## config.mk

```make
export PLATFORM = sky130hd
export DESIGN_NAME = acq_seq
export DESIGN_NICKNAME = d
export VERILOG_FILES = /design/src/rtl/acq_seq_pkg.sv /design/src/rtl/acq_edge_det.sv /design/src/rtl/acq_sclk_gen.sv /design/src/rtl/acq_ctrl.sv /design/src/rtl/acq_seq.sv
export SDC_FILE = /design/constraint.sdc
export NUM_CORES = 1
export LEC_CHECK = 0
export ABC_AREA = 1
export BUFFER_PORTS_ARGS = -buffer_cell sky130_fd_sc_hd__buf_4
export CAP_MARGIN = 10
export CORE_MARGIN = 5
export CORE_UTILIZATION = 58
export CTS_BUF_LIST = sky130_fd_sc_hd__clkbuf_4 sky130_fd_sc_hd__clkbuf_8
export CTS_CLUSTER_SIZE = 28
export DETAILED_ROUTE_END_ITERATION = 7
export PLACE_DENSITY = 0.86
export SLEW_MARGIN = 20
export SYNTH_ARGS = -nofsm -noshare
export SYNTH_HDL_FRONTEND = slang
export SYNTH_SLANG_ARGS = --single-unit
```

## constraint.sdc

```tcl
create_clock -name clk -period 3.65 [get_ports clk]
set_input_delay 0.1825 -clock clk [delete_from_list [all_inputs] [get_ports clk]]
set_output_delay 0.1825 -clock clk [all_outputs]
set_load 0.005 [all_outputs]
```

## src/rtl/acq_seq_pkg.sv

```systemverilog
package acq_seq_pkg;
  typedef enum logic [2:0] {
    ST_IDLE,
    ST_WAIT,
    ST_PRE,
    ST_POST,
    ST_DONE
  } acq_state_e;
endpackage

```

## src/rtl/acq_edge_det.sv

```systemverilog
module acq_edge_det (
  input  logic clk,
  input  logic rst,
  input  logic sig_i,
  input  logic fall_i,
  output logic edge_o
);
  logic prev_q;

  always_ff @(posedge clk) begin
    if (rst) prev_q <= 1'b0;
    else     prev_q <= sig_i;
  end

  assign edge_o = fall_i ? (prev_q & ~sig_i) : (sig_i & ~prev_q);
endmodule

```

## src/rtl/acq_sclk_gen.sv

```systemverilog
module acq_sclk_gen #(
  parameter int CW = 16
) (
  input  logic          clk,
  input  logic          rst,
  input  logic          run_i,
  input  logic          load_i,
  input  logic [CW-1:0] delay_i,
  input  logic [CW-1:0] div_i,
  input  logic          pause_i,
  output logic          tick_o
);
  localparam logic [CW-1:0] MIN_DIV = CW'(2);

  logic [CW-1:0] cnt_q;
  logic [CW-1:0] reload;

  assign reload = ((div_i < MIN_DIV) ? MIN_DIV : div_i) - 1'b1;
  assign tick_o = run_i && !pause_i && (cnt_q == '0);

  always_ff @(posedge clk) begin
    if (rst)                   cnt_q <= '0;
    else if (load_i)           cnt_q <= delay_i;
    else if (run_i && !pause_i) cnt_q <= (cnt_q == '0) ? reload : cnt_q - 1'b1;
  end

  AST_TICK_SPACING: assert property (@(posedge clk) disable iff (rst)
    tick_o |=> !tick_o);
endmodule

```

## src/rtl/acq_ctrl.sv

```systemverilog
module acq_ctrl
  import acq_seq_pkg::*;
#(
  parameter int AW = 5,
  parameter int DW = 16,
  parameter int NW = 16
) (
  input  logic          clk,
  input  logic          rst,
  input  logic          arm_i,
  input  logic          abort_i,
  input  logic          ref_en_i,
  input  logic [NW-1:0] pre_i,
  input  logic [NW-1:0] post_i,
  input  logic          start_edge_i,
  input  logic          ref_edge_i,
  input  logic          tick_i,
  input  logic [DW-1:0] sample_i,
  output logic          run_o,
  output logic          load_o,
  output logic          wr_en_o,
  output logic [AW-1:0] wr_addr_o,
  output logic [DW-1:0] wr_data_o,
  output logic [AW-1:0] trig_addr_o,
  output logic          done_o
);
  localparam logic [NW-1:0] ONE = NW'(1);

  acq_state_e    state_q, state_d;
  logic [AW-1:0] ptr_q, ptr_d;
  logic [AW-1:0] trig_q, trig_d;
  logic [NW-1:0] cap_q, cap_d;
  logic [NW-1:0] left_q, left_d;
  logic [NW-1:0] post_rem;

  assign run_o    = (state_q == ST_PRE) || (state_q == ST_POST);
  assign load_o   = (state_q == ST_WAIT) && start_edge_i && !abort_i;
  assign post_rem = post_i - (tick_i ? ONE : '0);

  always_comb begin
    state_d = state_q;
    ptr_d   = ptr_q;
    trig_d  = trig_q;
    cap_d   = cap_q;
    left_d  = left_q;
    case (state_q)
      ST_IDLE, ST_DONE: begin
        if (arm_i) begin
          state_d = ST_WAIT;
          ptr_d   = '0;
          cap_d   = '0;
          trig_d  = '0;
        end
      end
      ST_WAIT: begin
        if (start_edge_i) begin
          if (ref_en_i) begin
            state_d = ST_PRE;
          end else if (post_i == '0) begin
            state_d = ST_DONE;
          end else begin
            state_d = ST_POST;
            left_d  = post_i;
          end
        end
      end
      ST_PRE: begin
        if (tick_i) begin
          ptr_d = ptr_q + 1'b1;
          if (cap_q < pre_i) cap_d = cap_q + 1'b1;
        end
        if (ref_edge_i && (cap_q >= pre_i)) begin
          trig_d = ptr_q;
          if ((post_i == '0) || (post_rem == '0)) begin
            state_d = ST_DONE;
          end else begin
            state_d = ST_POST;
            left_d  = post_rem;
          end
        end
      end
      ST_POST: begin
        if (tick_i) begin
          ptr_d  = ptr_q + 1'b1;
          left_d = left_q - 1'b1;
          if (left_q == ONE) state_d = ST_DONE;
        end
      end
      default: state_d = ST_IDLE;
    endcase
    if (abort_i) state_d = ST_IDLE;
  end

  always_ff @(posedge clk) begin
    if (rst) begin
      state_q   <= ST_IDLE;
      ptr_q     <= '0;
      trig_q    <= '0;
      cap_q     <= '0;
      left_q    <= '0;
      wr_en_o   <= 1'b0;
      wr_addr_o <= '0;
      wr_data_o <= '0;
    end else begin
      state_q <= state_d;
      ptr_q   <= ptr_d;
      trig_q  <= trig_d;
      cap_q   <= cap_d;
      left_q  <= left_d;
      wr_en_o <= tick_i && !abort_i;
      if (tick_i && !abort_i) begin
        wr_addr_o <= ptr_q;
        wr_data_o <= sample_i;
      end
    end
  end

  assign done_o      = (state_q == ST_DONE);
  assign trig_addr_o = done_o ? trig_q : '0;

  AST_ABORT_IDLE: assert property (@(posedge clk) disable iff (rst)
    abort_i |=> (state_q == ST_IDLE) && !done_o);
  AST_REF_GATED: assert property (@(posedge clk) disable iff (rst)
    ((state_q == ST_POST) && ($past(state_q) == ST_PRE)) |-> $past(cap_q >= pre_i));
  AST_DONE_HOLD: assert property (@(posedge clk) disable iff (rst)
    (done_o && !abort_i && !arm_i) |=> done_o);
  AST_WR_IN_RUN: assert property (@(posedge clk) disable iff (rst)
    wr_en_o |-> $past(run_o));
endmodule

```

## src/rtl/acq_seq.sv

```systemverilog
module acq_seq #(
  parameter int AW = 5,
  parameter int DW = 16,
  parameter int CW = 16,
  parameter int NW = 16
) (
  input  logic          clk,
  input  logic          rst,
  input  logic          arm_i,
  input  logic          abort_i,
  input  logic          cfg_ref_en_i,
  input  logic          cfg_start_fall_i,
  input  logic          cfg_ref_fall_i,
  input  logic          cfg_pause_pol_i,
  input  logic [CW-1:0] cfg_div_i,
  input  logic [CW-1:0] cfg_delay_i,
  input  logic [NW-1:0] cfg_pre_i,
  input  logic [NW-1:0] cfg_post_i,
  input  logic          start_i,
  input  logic          ref_i,
  input  logic          pause_i,
  input  logic [DW-1:0] sample_i,
  output logic          wr_en_o,
  output logic [AW-1:0] wr_addr_o,
  output logic [DW-1:0] wr_data_o,
  output logic [AW-1:0] trig_addr_o,
  output logic          done_o
);
  localparam int NTRIG = 2;

  logic [NTRIG-1:0] trig_raw, trig_fall, trig_edge;
  logic run, load, tick, paused;

  assign trig_raw  = {ref_i, start_i};
  assign trig_fall = {cfg_ref_fall_i, cfg_start_fall_i};
  assign paused    = (pause_i == cfg_pause_pol_i);

  for (genvar g = 0; g < NTRIG; g++) begin : g_edge
    acq_edge_det u_det (
      .clk    (clk),
      .rst    (rst),
      .sig_i  (trig_raw[g]),
      .fall_i (trig_fall[g]),
      .edge_o (trig_edge[g])
    );
  end

  acq_sclk_gen #(.CW(CW)) u_sclk (
    .clk     (clk),
    .rst     (rst),
    .run_i   (run),
    .load_i  (load),
    .delay_i (cfg_delay_i),
    .div_i   (cfg_div_i),
    .pause_i (paused),
    .tick_o  (tick)
  );

  acq_ctrl #(.AW(AW), .DW(DW), .NW(NW)) u_ctrl (
    .clk          (clk),
    .rst          (rst),
    .arm_i        (arm_i),
    .abort_i      (abort_i),
    .ref_en_i     (cfg_ref_en_i),
    .pre_i        (cfg_pre_i),
    .post_i       (cfg_post_i),
    .start_edge_i (trig_edge[0]),
    .ref_edge_i   (trig_edge[1]),
    .tick_i       (tick),
    .sample_i     (sample_i),
    .run_o        (run),
    .load_o       (load),
    .wr_en_o      (wr_en_o),
    .wr_addr_o    (wr_addr_o),
    .wr_data_o    (wr_data_o),
    .trig_addr_o  (trig_addr_o),
    .done_o       (done_o)
  );

  AST_PAUSE_NO_WRITE: assert property (@(posedge clk) disable iff (rst)
    (paused && $past(paused) && !$past(paused, 2) == 1'b0 && $past(!rst, 2)) |-> !wr_en_o);
endmodule

```

==> run summary <==
The run finished with clean final reports. By area, the combinational part of the netlist is dominated by simple AND/OR/NAND/NOR gates. The final weighted congestion of routability-driven global placement is 0.974. The standard cell area after detailed placement is 7020 sq um. The maximum achievable frequency is 307 MHz.

The maximum clock path buffer count came out at 2. The first detailed-routing pass took 7 iterations. The count of unique library cells instantiated by Yosys is 40. The global router's overall resource usage came out at 0.274. The hold buffer count at cts came out at 0.

The total of buffers placed on input and output ports came out at 118. After synthesis the cells add up to 6060 sq um. In this run the static leakage power is 3.42 nW.

CTS placed an instance of sky130_fd_sc_hd__clkbuf_8 at the clock tree root. The critical path is of the flip-flop to flip-flop type. The initial cell density of the core is 0.589. The average cell area after synthesis came out at 5.97 sq um. After global routing the overflow that remains totals 0. Of the total synthesized cell area, the portion taken by full adders, half adders and majority gates is 0.0475. The synthesis-stage register bit count came out at 85. The initialized floorplan defines 37 standard-cell rows. The sort of element at the start of the critical path is a flip-flop. The min-delay analysis places its worst path in the category input pin to flip-flop. The final critical-path required period is 3.25 ns. The HPWL reported at the end of detailed placement is 13.6 mm. STA classifies the critical path endpoint as a flip-flop. Summed over all instances, the cell type with the most area after synthesis is sky130_fd_sc_hd__dfxtp_1. The start point of the critical path is u_ctrl.state_q[1]. The share of the yosys chip area belonging to registers came out at 0.281. The required time of the worst setup path came out at 3.97 ns. The slew at the pin closest to its max-slew limit is 0.668 ns. The wire length of the first global-routing pass came out at 29.0 mm. The cell area after layout is 7240 sq um. After the first detailed-routing iteration, the DRC count stood at 619. On the final layout, the worst clock skew is 0.00766 ns. The arrival time of the worst setup path came out at 3.57 ns.

The period utilization came out at 0.891. The total DRC errors in the routed layout is 0. The final count of hold timing violations came out at 0. The routed length on met1 is 7.70 mm. The horizontal die dimension is 112 um.

Measured along the y axis, the die boundary spans 112 um. The synthesis-to-layout area growth is 19.5%. For this block, the routed nets add up to 17.6 mm of wire. The routed design uses 8.09 mm of met2 wire. The internal power came out at 1.52 mW. Of the post-synthesis cell area, the dominant cell type holds 0.281. The power density over cell area came out at 322 nW/um^2. The most used flip-flop cell after synthesis is sky130_fd_sc_hd__dfxtp_1. The CTS sink count is 85. Setup violations remaining at the end of the flow were counted as 0. The via count of the first global-routing pass came to 6282. The number of enable flip-flop cells after synthesis came out at 0. IR analysis of the VDD net gives a maximum drop of 260 uV. The uppermost metal layer occupied by signal nets is met4.

In the final design database the tool counted 1236 nets. Across the run, the number of max-cap violations was 0. After floorplanning, the core was sized to cover 10300 sq um. The TritonCTS clock tree is built.

The startpoint identified for the worst hold timing path is sample_i[10]. The area fraction in compound gates after synthesis was 0.158. The parity-gate share of the synthesized area counting xor and xnor cells is 0.0217. The via total after detailed routing came out at 6866. The power spent charging and discharging nets is 812 uW. The filler cells instantiated in the layout total 968.

The total inserted antenna cells is 0. The register-to-register setup slack came out at 0.40 ns. The number of antenna violations at the first check in global routing came out at 0.

The total power of the final layout came out at 2.33 mW. The count of yosys warnings during synthesis is 0. The sequential share of power is 0.420. The origin of the critical flop-to-flop path is u_ctrl.state_q[1]. The maximum number of pins on one net before global-route repair is 39.

The H-tree generated during clock tree synthesis spans 3 levels. Of the total synthesized cell area, the portion taken by AND, OR, NAND and NOR gates is 0.387. The fraction of final layout cells sized beyond drive strength 1 came out at 0.153. The boundary pin count came out at 119. The maximum fanout along the worst path came out at 33. Of the total power, the share spent switching nets is 0.348. In the layout the commonest cells are 223 x sky130_fd_sc_hd__nand2_1, 188 x sky130_fd_sc_hd__nor2_1, 126 x sky130_fd_sc_hd__inv_1, 125 x sky130_fd_sc_hd__buf_4, 85 x sky130_fd_sc_hd__dfxtp_1. The clock slew at the register clock pins of the worst setup and hold paths came out at 0.10 ns.

The gate count after technology mapping is 1014. The max-slew violation count is 0. Dividing the detail-routed via count by the number of cells gives 5.44. The post-synthesis async set-or-reset flop share came out at 0.

The detailed-route wire length per cell is 13.9 um. Once detail routing completed, the nets flagged for antenna violations numbered 0. The number of clock buffers added by TritonCTS is 9. The routed design uses 1.42 mm of met3 wire. The mux share of post-synthesis cell area came out at 0. Setup repair after global routing left no endpoint under its margin. The share of total power dissipated in combinational logic is 0.263. The floorplan step defined a die boundary enclosing 12600 sq um.

The worst slew margin relative to its limit came out at 0.554. Synthesis produced a netlist with a net count of 1128. Setup total negative slack on the finished layout was measured at 0 ns. The clock latency of the later-clocked register in the worst-skew pair came out at 0.38 ns. The library cell used most frequently in the layout, excluding fill and tap cells, is sky130_fd_sc_hd__nand2_1.

The clock network fraction of total power is 0.318. In the post-synthesis netlist, the biggest area contributors are sky130_fd_sc_hd__dfxtp_1 28%, sky130_fd_sc_hd__nand2_1 14%, sky130_fd_sc_hd__nor2_1 12%, sky130_fd_sc_hd__inv_1 7.8%, sky130_fd_sc_hd__nand3_1 6.9%.
==> area by class of cell <==
class                      instances  area, sq um  area share
multi-input combinational        767         3720       0.514
clock inverter                     6         75.1      0.0104
inverter                         134          503      0.0695
timing repair buffer             125          938       0.130
clock buffer                      10          131      0.0181
sequential                        85         1700       0.235
tap                              136          170      0.0235
==> power groups by stage <==
| stage | Clock, mW | Combinational [mW] | Sequential, mW |
|---|---|---|---|
| final | 0.740 | 0.612 | 0.979 |
| after global routing | 0.783 | 0.695 | 0.983 |
| after floorplan | 0 | 0.411 | 0.993 |
| after detailed placement | 0 | 0.599 | 0.999 |
| after global placement | 0 | 0.594 | 0.999 |
| after CTS | 0.744 | 0.602 | 0.978 |
==> worst max-delay path: stages (launching register included) <==
cell,delay (ns)
sky130_fd_sc_hd__dfxtp_1,0.41
sky130_fd_sc_hd__inv_2,0.07
sky130_fd_sc_hd__nor2_4,0.14
sky130_fd_sc_hd__inv_2,0.15
sky130_fd_sc_hd__nor3_4,0.21
sky130_fd_sc_hd__inv_2,0.08
sky130_fd_sc_hd__nor2_4,0.13
sky130_fd_sc_hd__ha_1,0.23
sky130_fd_sc_hd__ha_1,0.22
sky130_fd_sc_hd__nand2_1,0.12
sky130_fd_sc_hd__inv_1,0.09
sky130_fd_sc_hd__nand2_1,0.09
sky130_fd_sc_hd__nor2_1,0.11
sky130_fd_sc_hd__nor2_1,0.05
sky130_fd_sc_hd__nor2_1,0.12
sky130_fd_sc_hd__nand2_1,0.07
sky130_fd_sc_hd__nor2_1,0.10
sky130_fd_sc_hd__nand3_1,0.12
sky130_fd_sc_hd__nand2_1,0.12
sky130_fd_sc_hd__nand2_4,0.22
sky130_fd_sc_hd__nand3_1,0.18
sky130_fd_sc_hd__nand2_1,0.07
sky130_fd_sc_hd__nor2_1,0.10
==> synth_stat cells (4+ instances only) <==
| master | n |
|---|---|
| sky130_fd_sc_hd__a31oi_1 | 6 |
| sky130_fd_sc_hd__clkbuf_1 | 12 |
| sky130_fd_sc_hd__xnor2_1 | 4 |
| sky130_fd_sc_hd__a21oi_1 | 78 |
| sky130_fd_sc_hd__nand3_1 | 83 |
| sky130_fd_sc_hd__a211oi_1 | 4 |
| sky130_fd_sc_hd__inv_1 | 126 |
| sky130_fd_sc_hd__xor2_1 | 11 |
| sky130_fd_sc_hd__buf_2 | 11 |
| sky130_fd_sc_hd__nand2_1 | 223 |
| sky130_fd_sc_hd__or2_2 | 8 |
| sky130_fd_sc_hd__nand4_1 | 13 |
| sky130_fd_sc_hd__nor2_1 | 188 |
| sky130_fd_sc_hd__o21ai_0 | 72 |
| sky130_fd_sc_hd__nor2_4 | 5 |
| sky130_fd_sc_hd__inv_2 | 8 |
| sky130_fd_sc_hd__o22ai_1 | 7 |
| sky130_fd_sc_hd__ha_1 | 23 |
| sky130_fd_sc_hd__nor3_1 | 16 |
| sky130_fd_sc_hd__dfxtp_1 | 85 |
==> path summary, 6_finish.rpt <==
kind                     endpoint  cells after the start
max reg2reg      u_ctrl.left_q[4]                     22
max              u_ctrl.left_q[4]                     22
min reg2reg      u_sclk.cnt_q[11]                      2
min          u_ctrl.wr_data_o[10]                      3
==> registers in the layout, indices dropped and copies added, names as in the netlist <==
signal / count
u_ctrl.left_q: 16
u_ctrl.wr_addr_o: 5
u_sclk.cnt_q: 16
u_ctrl.wr_data_o: 16
u_ctrl.ptr_q: 5
u_ctrl.cap_q: 16
g_edge.u_det.prev_q: 2
u_ctrl.state_q: 3
u_ctrl.trig_q: 5
u_ctrl.wr_en_o: 1
==> routing by layer <==
metal | vias to the layer above | global-route usage
met3 | 41 | 0.0652
met4 | 0 | 0.0817
met5 | - | 0
met2 | 271 | 0.447
met1 | 3063 | 0.361
li1 | 3491 | -
==> stage by stage <==
stage          utilization  hold WS [ns]  setup slack, ns  std cells
2_1_floorplan            -         0.314            0.898       1014
3_3_place_gp         0.683         0.403            0.395       1246
3_5_place_dp         0.683         0.409            0.232       1246
4_1_cts              0.703        0.0133            0.193       1262
5_1_grt              0.705        0.0224          0.00872       1263
6_report             0.705        0.0210            0.398       1263
==> kinds of logic (layout without fill, tap and decap cells) <==
kind of cell | count (synthesis) | in the layout
DFF | 85 | 85
adders and majority gates | 23 | 23
buffers and inverters | 162 | 275
xor gates and xnor gates | 15 | 15
AOI/OAI and AO/OA | 178 | 178
and+or+nand+nor | 551 | 551
==> what timing repair did <==
item                       4_1_cts  5_1_grt
setup buffers                    0        1
setup endpoints to repair        0       17
gates resized for setup          0        1
hold endpoints to repair         0        0
(Power assumes the default switching activity.)
